`src/rtl/gpio_edge_irq.sv`:
```
module gpio_edge_irq #(
  parameter int AW = 8,
  parameter int DW = 32,
  parameter int SYNC_STAGES = 2
) (
  input  logic          clk,
  input  logic          rst_n,
  input  logic          pin_in,
  input  logic          reg_we,
  input  logic [AW-1:0] reg_addr,
  input  logic [DW-1:0] reg_wdata,
  output logic [DW-1:0] reg_rdata,
  output logic          irq
);
  localparam logic [AW-1:0] OFF_LVL  = AW'(8'h00);
  localparam logic [AW-1:0] OFF_MODE = AW'(8'h04);
  localparam logic [AW-1:0] OFF_EDGE = AW'(8'h08);
  localparam logic [AW-1:0] OFF_STAT = AW'(8'h0C);
  localparam logic [AW-1:0] OFF_PEND = AW'(8'h10);
  localparam logic [AW-1:0] OFF_EN   = AW'(8'h14);

  logic [SYNC_STAGES-1:0] sync_q;
  logic lvl, last_q, mode_q, edge_q, en_q, pend_q, hit, clr, rbit;

  assign lvl = sync_q[SYNC_STAGES-1];

  always_ff @(posedge clk or negedge rst_n)
    if (!rst_n) begin
      sync_q <= '0;
      last_q <= 1'b0;
    end else begin
      sync_q <= {sync_q[SYNC_STAGES-2:0], pin_in};
      last_q <= lvl;
    end

  assign hit = mode_q ? (lvl ^ last_q)
             : (edge_q ? (last_q & ~lvl) : (lvl & ~last_q));

  assign clr = reg_we && (reg_addr == OFF_PEND) && reg_wdata[0];

  always_ff @(posedge clk or negedge rst_n)
    if (!rst_n) begin
      mode_q <= 1'b0;
      edge_q <= 1'b0;
      en_q   <= 1'b0;
      pend_q <= 1'b0;
    end else begin
      if (reg_we && reg_addr == OFF_MODE) mode_q <= reg_wdata[0];
      if (reg_we && reg_addr == OFF_EDGE) edge_q <= reg_wdata[0];
      if (reg_we && reg_addr == OFF_EN)   en_q   <= reg_wdata[0];
      pend_q <= hit | (pend_q & ~clr);
    end

  always_comb
    case (reg_addr)
      OFF_LVL:  rbit = lvl;
      OFF_MODE: rbit = mode_q;
      OFF_EDGE: rbit = edge_q;
      OFF_STAT: rbit = hit;
      OFF_PEND: rbit = pend_q;
      OFF_EN:   rbit = en_q;
      default:  rbit = 1'b0;
    endcase

  assign reg_rdata = {{(DW-1){1'b0}}, rbit};
  assign irq = pend_q & en_q;
endmodule

```
`config.mk`:
```
export PLATFORM = sky130hd
export DESIGN_NAME = gpio_edge_irq
export DESIGN_NICKNAME = d
export VERILOG_FILES = /design/src/rtl/gpio_edge_irq.sv
export SDC_FILE = /design/constraint.sdc
export NUM_CORES = 1
export LEC_CHECK = 0
export BUFFER_PORTS_ARGS = -buffer_cell sky130_fd_sc_hd__buf_2
export CAP_MARGIN = 20
export CORE_UTILIZATION = 30
export DETAILED_ROUTE_END_ITERATION = 8
export GPL_TIMING_DRIVEN = 0
export PLACE_DENSITY_LB_ADDON = 0.3
export SLEW_MARGIN = 20
export SYNTH_ARGS = -nofsm -noshare
export SYNTH_HDL_FRONTEND = slang
export SYNTH_SLANG_ARGS = --single-unit
```
`constraint.sdc`:
```
create_clock -name clk -period 2.3 [get_ports clk]
set_clock_uncertainty 0.2 [all_clocks]
set_input_delay 0.345 -clock clk [delete_from_list [all_inputs] [get_ports clk]]
set_output_delay 0.345 -clock clk [all_outputs]
set_load 0.03 [all_outputs]
```
==> metrics.md, run 1 <==
| Metric | Value |
|---|---|
| CP required | `1.75 ns` |
| Synth cell types | `23` |
| DRC viols | `0` |
| Mapped Area | `666 um2` |
| Comb power frac | `0.391` |
| Net switching power | `0.140 mW` |
| Critical path arrival | `1.78 ns` |
| Fmax achieved | `430 MHz` |
| FF+latch count, synth | `7` |
| Synth area leaders | `buf_4 (36%), dfrtp_1 (26%), mux2_2 (5.1%)` |
| Top-area cell type share of the netlist area | `0.361` |
| Die area | `2410 um2` |
| Share of layout cells above drive strength 1 | `0.492` |
| Sequential share of the synthesized area | `0.263` |
| First-pass GRT wire length | `1520 um` |
| Syn_area_per_cell | `9.51 um2` |
| Final Max Slew Viols | `0` |
| Sequential share of power | `0.337` |
| Prevailing post-synth register cell | `dfrtp_1` |
| Total GRT Usage | `0.0838` |
| Core Box Area | `2020 um2` |
| Commonest cells in the netlist | `buf_4 (32), dfrtp_1 (7), mux2_2 (3), nand4_1 (3), o21ai_0 (3)` |
| Layout Area Growth over Synthesis | `41.5%` |
| Maximum VDD drop | `302 uV` |
| Vias | `509` |
| Die Wd | `49.1 um` |
| Largest net degree at the start of global routing | `9` |
| Fin worst setup slack | `-0.0236 ns` |
| Power per Cell Area | `418 nW/um2` |
| CTS tree | `done` |
| Top Ports | `77` |
| Leak Pwr | `0.542 nW` |
| Routability cong. | `0.779` |
| Synth warn | `0` |
| Failing checks | `setup timing` |
| Dominant cell type by area after synthesis | `buf_4` |
| Clk pwr share | `0.273` |
| Internal power | `0.254 mW` |
| Switching Fraction | `0.355` |
| Inserted Clock Buffers | `3` |
| Cell Area, Placed | `877 um2` |
| Routed met1 length | `412 um` |
| Initial antenna violation count | `0` |
| # rows | `16` |
| Worst slack, placed | `0.0709 ns` |
| Port-buffer cells | `13` |
| Final instance area | `942 um2` |
| Initial Util | `0.329` |
| Crit. End Element | `output pin` |
| Final Critical Period | `2.32 ns` |
| Antenna Nets Post-Route | `0` |
| DRT iter0 DRCs | `1` |
| Final-report setup violation count | `1` |
| Crit Path Max Fanout | `4` |
| Die H | `49.1 um` |
| Fin crit share | `1.01` |
| RSZ-0062 raised after global routing | `yes` |
| Vias in the first global route | `407` |
| Via/cell ratio | `3.46` |
| Clk_lat worst skew | `0.24 ns` |
| CP Launch Type | `flip-flop` |
| # nets final | `167` |
| Clock Path Buffers | `2` |
| Max Cap Violations | `0` |
| HP Class | `reg2reg` |
| Outcome | `finished with violations` |
| Routed wire length | `1040 um` |
| Max layer used | `met3` |
| Sink Count | `7` |
| Ys async rst share | `1.00` |
| Most frequent cell after synthesis | `buf_4` |
| Diodes inserted | `0` |
| Routed met2 length | `538 um` |
| Met3 wire len | `85 um` |
| H-tree levels | `1` |
| Post-synthesis cell count | `70` |
| Total gr overflow | `0` |
| Fin. Hold Viols | `0` |
| Iteration count of the initial detailed-routing pass | `2` |
| CTS root buffer | `clkbuf_4` |
| WL per Instance | `7.05 um` |
| Clk pin slew, worst setup/hold paths | `0.05 ns` |
| EDFF count, synth | `0` |
| Critical path class | `reg2out` |
| Dpl hpwl | `861 um` |
## power groups by stage
stage / registers, mW / logic (mW) / clock network [mW]
after CTS: 0.133 / 0.153 / 0.114
after global routing: 0.133 / 0.164 / 0.120
after floorplan: 0.134 / 0.128 / 0
final: 0.133 / 0.154 / 0.108
after global placement: 0.134 / 0.146 / 0
after detailed placement: 0.135 / 0.147 / 0
## critical path, cell delays in order (launching register included)
cell      delay (ns)
dfrtp_1         0.39
inv_1           0.06
ha_2            0.16
mux2_4          0.26
o2111a_1        0.23
o311a_1         0.30
buf_6           0.14
## sequential cells by signal, indices dropped and copies added (netlist names)
register  cells
mode_q        1
pend_q        1
en_q          1
edge_q        1
sync_q        2
last_q        1
## placed cells by master, fill, tap and decap left out, types with 2 or more instances in the layout
cell type      Yosys  final
dlygate4sd3_1      0      2
clkbuf_4           0      3
buf_4             32     33
conb_1             1     31
o21ai_0            3      3
mux2_2             3      3
inv_1              2      2
mux2i_1            2      2
nand4_1            3      3
and2_1             2      2
dfrtp_1            7      7
buf_2              1     13
ha_2               0      2
## final cells by class
class,instances,area [um2]
fillers,207,1080
multi-input cells,58,355
plain buffers,32,238
flip-flops and latches,7,175
repair buffers,17,106
well taps,27,33.8
clock buffers,4,26.3
inverters,2,7.51
## timing repair
| action | 4_1_cts | 5_1_grt |
|---|---|---|
| hold endpoints to repair | 8 | 0 |
| buffers inserted | 2 | 0 |
| hold buffers | 2 | 0 |
| pin swaps | 3 | 2 |
| resized for setup | 4 | 0 |
| gates cloned | 0 | 0 |
| endpoints found under the setup margin | 1 | 1 |
## through the flow
| step | power [mW] | std cells | utilization | hold slack, ns | setup TNS, ns |
|---|---|---|---|---|---|
| finish | 0.394 | 147 | 0.466 | 0.148 | -0.0236 |
| global route | 0.418 | 147 | 0.466 | 0.151 | -0.0794 |
| CTS | 0.400 | 147 | 0.466 | 0.149 | -0.112 |
| detailed placement | 0.282 | 140 | 0.434 | -0.0166 | 0 |
| global placement | 0.281 | 140 | 0.434 | -0.0190 | 0 |
| floorplan | 0.261 | 100 | - | -0.151 | 0 |
## logic make-up (layout without fill, tap and decap cells)
logic type      after synthesis  in the layout  synth area share
mux                           6              6             0.103
fa+ha+maj                     2              2            0.0376
flops                         7              7             0.263
simple gates                 13             13             0.141
other cells                   1             31           0.00563
buf+inv                      35             55             0.380
compound gates                6              6            0.0695
## worst paths after layout
| path | startpoint | cells past startpoint | to | slack, ns |
|---|---|---|---|---|
| max | sync_q[1]$_DFF_PN0_ | 6 | reg_rdata[0] | -0.02 |
| min | sync_q[0]$_DFF_PN0_ | 0 | sync_q[1]$_DFF_PN0_ | 0.15 |
| max reg2reg | sync_q[1]$_DFF_PN0_ | 5 | pend_q$_DFF_PN0_ | 0.72 |
| min reg2reg | sync_q[0]$_DFF_PN0_ | 0 | sync_q[1]$_DFF_PN0_ | 0.15 |
| max in group asynchronous | rst_n | 2 | edge_q$_DFFE_PN0P_ | 1.49 |
| min in group asynchronous | rst_n | 2 | pend_q$_DFF_PN0_ | 0.26 |
## layer usage
metal  GRT usage  up-vias
li1            -      274
met1      0.0899      209
met5           0        -
met3      0.0187        0
met2       0.144       26
met4      0.0588        0
(Power assumes the default switching activity.)
==> run 2, diff against run 1 <==
--- a/config.mk
+++ b/config.mk
@@ -10,7 +10,7 @@
 export CORE_UTILIZATION = 30
 export DETAILED_ROUTE_END_ITERATION = 8
 export GPL_TIMING_DRIVEN = 0
-export PLACE_DENSITY_LB_ADDON = 0.3
+export PLACE_DENSITY = 0.73
 export SLEW_MARGIN = 20
 export SYNTH_ARGS = -nofsm -noshare
 export SYNTH_HDL_FRONTEND = slang
==> run 2 against run 1 <==
Effect of this change: the flow still finishes with violations (setup timing); sequential share of layout area grew 0.12 points; register-to-register slack lost 0.02 ns; first-iteration DRC count grew to 3.0 times the previous value; count of clock-buffer cells in the layout shrank 1; combinational power is essentially flat; critical path depth is the same; routed wire length grew 3.5%; non-clock buffer count shrank 1; maximum frequency shrank 0.67%.
==> metrics.md, run 2 (same netlist as run 1, synthesis figures left out) <==
| Metric | Value |
|---|---|
| Max FFs per register | `2` |
| Final Max Slew Viols | `0` |
| DRT iter0 DRCs | `3` |
| Outcome | `finished with violations` |
| Routed wire length | `1070 um` |
| Largest net degree at the start of global routing | `9` |
| Max Cap Violations | `0` |
| Switching Fraction | `0.363` |
| Top Ports | `77` |
| Failing checks | `setup timing` |
| CP max-delay cell | `dfrtp_1` |
| Initial antenna violation count | `0` |
| Die area | `2410 um2` |
| Vias in the first global route | `424` |
| Die Wd | `49.1 um` |
| Critical path class | `reg2out` |
| Internal power | `0.251 mW` |
| CTS root buffer | `clkbuf_4` |
| Port-buffer cells | `13` |
| Leak Pwr | `0.540 nW` |
| Layout Area Growth over Synthesis | `40.6%` |
| Biggest register | `sync_q` |
| Clk_lat worst skew | `0.25 ns` |
| Clk pin slew, worst setup/hold paths | `0.05 ns` |
| Sequential share of power | `0.337` |
| Dpl hpwl | `920 um` |
| CTS tree | `done` |
| Die H | `49.1 um` |
| Share of layout cells above drive strength 1 | `0.496` |
| Power per Cell Area | `421 nW/um2` |
| Inserted Clock Buffers | `3` |
| DRC viols | `0` |
| Iteration count of the initial detailed-routing pass | `3` |
| Core Box Area | `2020 um2` |
| Cell chain of the critical path | `inv_1 -> ha_2 -> mux2_4 -> o2111a_1 -> o311a_1 -> buf_6` |
| Total gr overflow | `0` |
| Initial Util | `0.329` |
| Net switching power | `0.143 mW` |
| Clk pwr share | `0.272` |
| First-pass GRT wire length | `1640 um` |
| Sink Count | `7` |
| H-tree levels | `1` |
| Fin Hold WS | `0.147 ns` |
| Total GRT Usage | `0.0878` |
| Final instance area | `936 um2` |
| Antenna Nets Post-Route | `0` |
| Commonest non-fill, non-tap cell in the layout | `buf_4` |
| # nets final | `166` |
| Maximum VDD drop | `341 uV` |
| Fin. Hold Viols | `0` |
| Crit-path max cell delay | `0.37 ns` |
| Crit. End Element | `output pin` |
| HP Class | `reg2reg` |
| Cell Area, Placed | `877 um2` |
| Final Critical Period | `2.34 ns` |
| DP Cell Count | `140` |
| WL per Instance | `7.35 um` |
| Fin worst setup slack | `-0.0393 ns` |
| Fmax achieved | `427 MHz` |
| Vias | `516` |
| Clock Path Buffers | `2` |
| Finished Layout Cells | `146` |
| Most frequent cells in the layout | `buf_4 (32), conb_1 (31), buf_2 (13), dfrtp_1 (7)` |
| Crit Path Max Fanout | `3` |
| Total Power | `0.394 mW` |
| Final core occ | `0.463` |
| Via/cell ratio | `3.53` |
| Diodes inserted | `0` |
| Routability cong. | `0.736` |
| Final-report setup violation count | `1` |
| Comb power frac | `0.391` |
| Fin crit share | `1.02` |
| Critical path arrival | `1.79 ns` |
| CP required | `1.75 ns` |
| CP Launch Type | `flip-flop` |
| RSZ-0062 raised after global routing | `yes` |
| # rows | `16` |
-- run 2: changes by cell type in the layout (fill, tap and decap cells not counted) --
cell,previous run,this run
buf_4,33,32
clkbuf_1,1,0
clkinv_2,0,1
-- run 2: repair_timing --
item	4_1_cts	5_1_grt
setup endpoints to repair	1	1
gates resized for setup	4	0
hold buffers	2	0
cloned	0	0
setup buffers	1	0
pin swaps	4	2
hold endpoints to repair	8	0
-- run 2: critical path: cells and delay by family, from the launching register on --
family / cells / cell delay, ns
compound gates: 2 / 0.55
fa+ha+maj: 1 / 0.16
buf+inv: 2 / 0.21
flops: 1 / 0.37
mux: 1 / 0.26
-- run 2: worst paths after layout --
path,from,to,slack (ns),cells after the start
setup / recovery,sync_q[1]$_DFF_PN0_,reg_rdata[0],-0.04,6
hold / removal,sync_q[0]$_DFF_PN0_,sync_q[1]$_DFF_PN0_,0.15,0
setup reg to reg,sync_q[1]$_DFF_PN0_,pend_q$_DFF_PN0_,0.70,5
hold reg to reg,sync_q[0]$_DFF_PN0_,sync_q[1]$_DFF_PN0_,0.15,0
max in group asynchronous,rst_n,en_q$_DFFE_PN0P_,1.49,2
min in group asynchronous,rst_n,edge_q$_DFFE_PN0P_,0.25,2
-- run 2: area by class of cell --
class                      count  area (um2)
sequential                     7         175
timing repair buffer          16        98.8
buffer                        32         238
multi-input combinational     58         355
clock buffer                   3        22.5
inverter                       2        7.51
fill                         200        1090
clock inverter                 1        5.00
tap                           27        33.8
-- run 2: per-layer routing --
| layer | global-route usage | up-vias | routed length, um | part of all wire |
|---|---|---|---|---|
| li1 | - | 274 | - | - |
| met4 | 0.0735 | 0 | 0 | 0 |
| met3 | 0.00312 | 0 | 118 | 0.11 |
| met2 | 0.167 | 32 | 565 | 0.53 |
| met5 | 0 | - | 0 | 0 |
| met1 | 0.0862 | 210 | 389 | 0.36 |
-- run 2: power by group through the flow --
| stage | clock, mW | sequential, mW | combinational [mW] |
|---|---|---|---|
| finish | 0.107 | 0.133 | 0.154 |
| global route | 0.118 | 0.133 | 0.163 |
| CTS | 0.114 | 0.133 | 0.153 |
| detailed placement | 0 | 0.135 | 0.148 |
| global placement | 0 | 0.134 | 0.146 |
| floorplan | 0 | 0.134 | 0.128 |
-- run 2: through the flow --
step / setup TNS [ns] / setup WS [ns]
after floorplan: 0 / 0.267
after global placement: 0 / 0.0873
after detailed placement: 0 / 0.0492
after CTS: -0.129 / -0.129
after global routing: -0.116 / -0.116
final: -0.0393 / -0.0393
==> run 3, diff against run 2 <==
--- a/config.mk
+++ b/config.mk
@@ -11,6 +11,7 @@
 export DETAILED_ROUTE_END_ITERATION = 8
 export GPL_TIMING_DRIVEN = 0
 export PLACE_DENSITY = 0.73
+export SETUP_SLACK_MARGIN = 0.2
 export SLEW_MARGIN = 20
 export SYNTH_ARGS = -nofsm -noshare
 export SYNTH_HDL_FRONTEND = slang
==> run 3 against run 2 <==
Effect of this change: the flow still finishes with violations (setup timing); largest cell class unchanged; final area is 0.80% higher; worst hold slack did not move; worst setup slack worse by 0.12 ns; global-route usage is 0.13 points lower; first-iteration DRC count unchanged; sequential share of layout area decreased by 0.15 points; routed wire length hardly changed; critical path type unchanged; maximum frequency fell by 4.8%; cell count up 0.68%.
==> metrics.md, run 3 (same netlist as run 1, synthesis figures left out) <==
| Metric | Value |
|---|---|
| H-tree levels | `1` |
| Antenna Nets Post-Route | `0` |
| Fin. Hold Viols | `0` |
| RSZ-0062 raised after global routing | `yes` |
| CTS tree | `done` |
| Dpl hpwl | `920 um` |
| Clock Path Buffers | `2` |
| Total GRT Usage | `0.0864` |
| HP Class | `reg2reg` |
| Most frequent cells in the layout | `buf_4 (33), conb_1 (31), buf_2 (13), dfrtp_1 (7)` |
| Clk pwr share | `0.272` |
| Worst Setup SP | `sync_q[1]$_DFF_PN0_` |
| Final Max Slew Viols | `0` |
| Vias | `520` |
| Power per Cell Area | `418 nW/um2` |
| Die area | `2410 um2` |
| Leak Pwr | `0.545 nW` |
| Die H | `49.1 um` |
| # nets final | `167` |
| Die Wd | `49.1 um` |
| Flop2flop setup slack | `0.69 ns` |
| Clk pin slew, worst setup/hold paths | `0.05 ns` |
| DRT iter0 DRCs | `3` |
| Cell Area, Placed | `877 um2` |
| Largest net degree at the start of global routing | `9` |
| Routed wire length | `1070 um` |
| Fin Hold WS | `0.147 ns` |
| Fin worst setup slack | `-0.156 ns` |
| First-pass GRT wire length | `1620 um` |
| CTS root buffer | `clkbuf_4` |
| Internal power | `0.251 mW` |
| Final instance area | `943 um2` |
| Diodes inserted | `0` |
| Clk_lat worst skew | `0.25 ns` |
| CP Launch Type | `flip-flop` |
| Max FFs per register | `2` |
| WL per Instance | `7.31 um` |
| Total gr overflow | `0` |
| Switching Fraction | `0.362` |
| Routability cong. | `0.736` |
| Vias in the first global route | `424` |
| Core Box Area | `2020 um2` |
| CP required | `1.75 ns` |
| Fmax achieved | `407 MHz` |
| Maximum VDD drop | `341 uV` |
| Critical R2R Launch | `sync_q[1]$_DFF_PN0_` |
| Critical path class | `reg2out` |
| Port-buffer cells | `13` |
| Total Power | `0.394 mW` |
| Setup crit end | `reg_rdata[0]` |
| Failing checks | `setup timing` |
| Outcome | `finished with violations` |
| Net switching power | `0.143 mW` |
| Critical path arrival | `1.91 ns` |
| Crit. End Element | `output pin` |
| Inserted Clock Buffers | `3` |
| Biggest register | `sync_q` |
| Commonest non-fill, non-tap cell in the layout | `buf_4` |
| Crit Path Max Fanout | `3` |
| Initial Util | `0.329` |
| Layout Area Growth over Synthesis | `41.7%` |
| Share of layout cells above drive strength 1 | `0.500` |
| Initial antenna violation count | `0` |
| Comb power frac | `0.391` |
| R2r endpoint | `pend_q$_DFF_PN0_` |
| R2R depth | `5` |
| DRC viols | `0` |
| Sequential share of power | `0.337` |
| Fin crit share | `1.07` |
| Total Neg Setup Slack | `-0.156 ns` |
| Sink Count | `7` |
| Worst slack, placed | `0.0492 ns` |
| # rows | `16` |
| Top Ports | `77` |
| Final-report setup violation count | `1` |
| Via/cell ratio | `3.54` |
| Max Cap Violations | `0` |
| Final Critical Period | `2.46 ns` |
| Iteration count of the initial detailed-routing pass | `3` |
run 3: cell types whose count changed in the layout (fill, tap and decap cells not counted):
cell,before,now
buf_4,32,33
run 3: layer usage:
metal	vias up	share of wire	global-route usage
li1	276	-	-
met1	212	0.36	0.0824
met2	32	0.53	0.167
met3	0	0.11	0.00312
met4	0	0	0.0735
met5	-	0	0
run 3: power groups by stage:
| stage | Sequential (mW) | Combinational (mW) | Clock [mW] |
|---|---|---|---|
| final | 0.133 | 0.154 | 0.107 |
| after global routing | 0.133 | 0.164 | 0.118 |
| after CTS | 0.133 | 0.153 | 0.114 |
| after detailed placement | 0.135 | 0.148 | 0 |
| after global placement | 0.134 | 0.146 | 0 |
| after floorplan | 0.134 | 0.128 | 0 |
run 3: metrics by stage:
stage,instances,utilization
2_1_floorplan,100,-
3_3_place_gp,140,0.434
3_5_place_dp,140,0.434
4_1_cts,147,0.467
5_1_grt,147,0.467
6_report,147,0.467
run 3: critical path, cell delays in order (launching register included):
cell and delay [ns]:
dfrtp_1 0.38, inv_1 0.06, ha_2 0.17, mux2_4 0.26
o2111a_1 0.24, o311a_1 0.30, buf_4 0.14, buf_6 0.13
run 3: repair_timing:
item / 4_1_cts / 5_1_grt
hold buffers: 2 / 0
gates resized for setup: 4 / 0
setup buffers: 1 / 0
hold endpoints to repair: 8 / 0
endpoints found under the setup margin: 1 / 1
run 3: layout make-up:
class / instances / area (um2)
multi-input cells: 58 / 355
inverters: 2 / 7.51
clock inverters: 1 / 5.00
plain buffers: 33 / 245
repair buffers: 16 / 98.8
flip-flops and latches: 7 / 175
well taps: 27 / 33.8
clock buffers: 3 / 22.5
fillers: 198 / 1080
run 3: worst min path at each step:
stage	from	end	slack, ns	cells past startpoint
2_1_floorplan	rst_n	edge_q$_DFFE_PN0P_	-0.15	0
3_3_place_gp	rst_n	mode_q$_DFFE_PN0P_	-0.02	1
3_5_place_dp	rst_n	sync_q[0]$_DFF_PN0_	-0.02	1
4_1_cts	sync_q[0]$_DFF_PN0_	sync_q[1]$_DFF_PN0_	0.15	0
5_1_grt	sync_q[0]$_DFF_PN0_	sync_q[1]$_DFF_PN0_	0.16	0
6_report	sync_q[0]$_DFF_PN0_	sync_q[1]$_DFF_PN0_	0.15	0
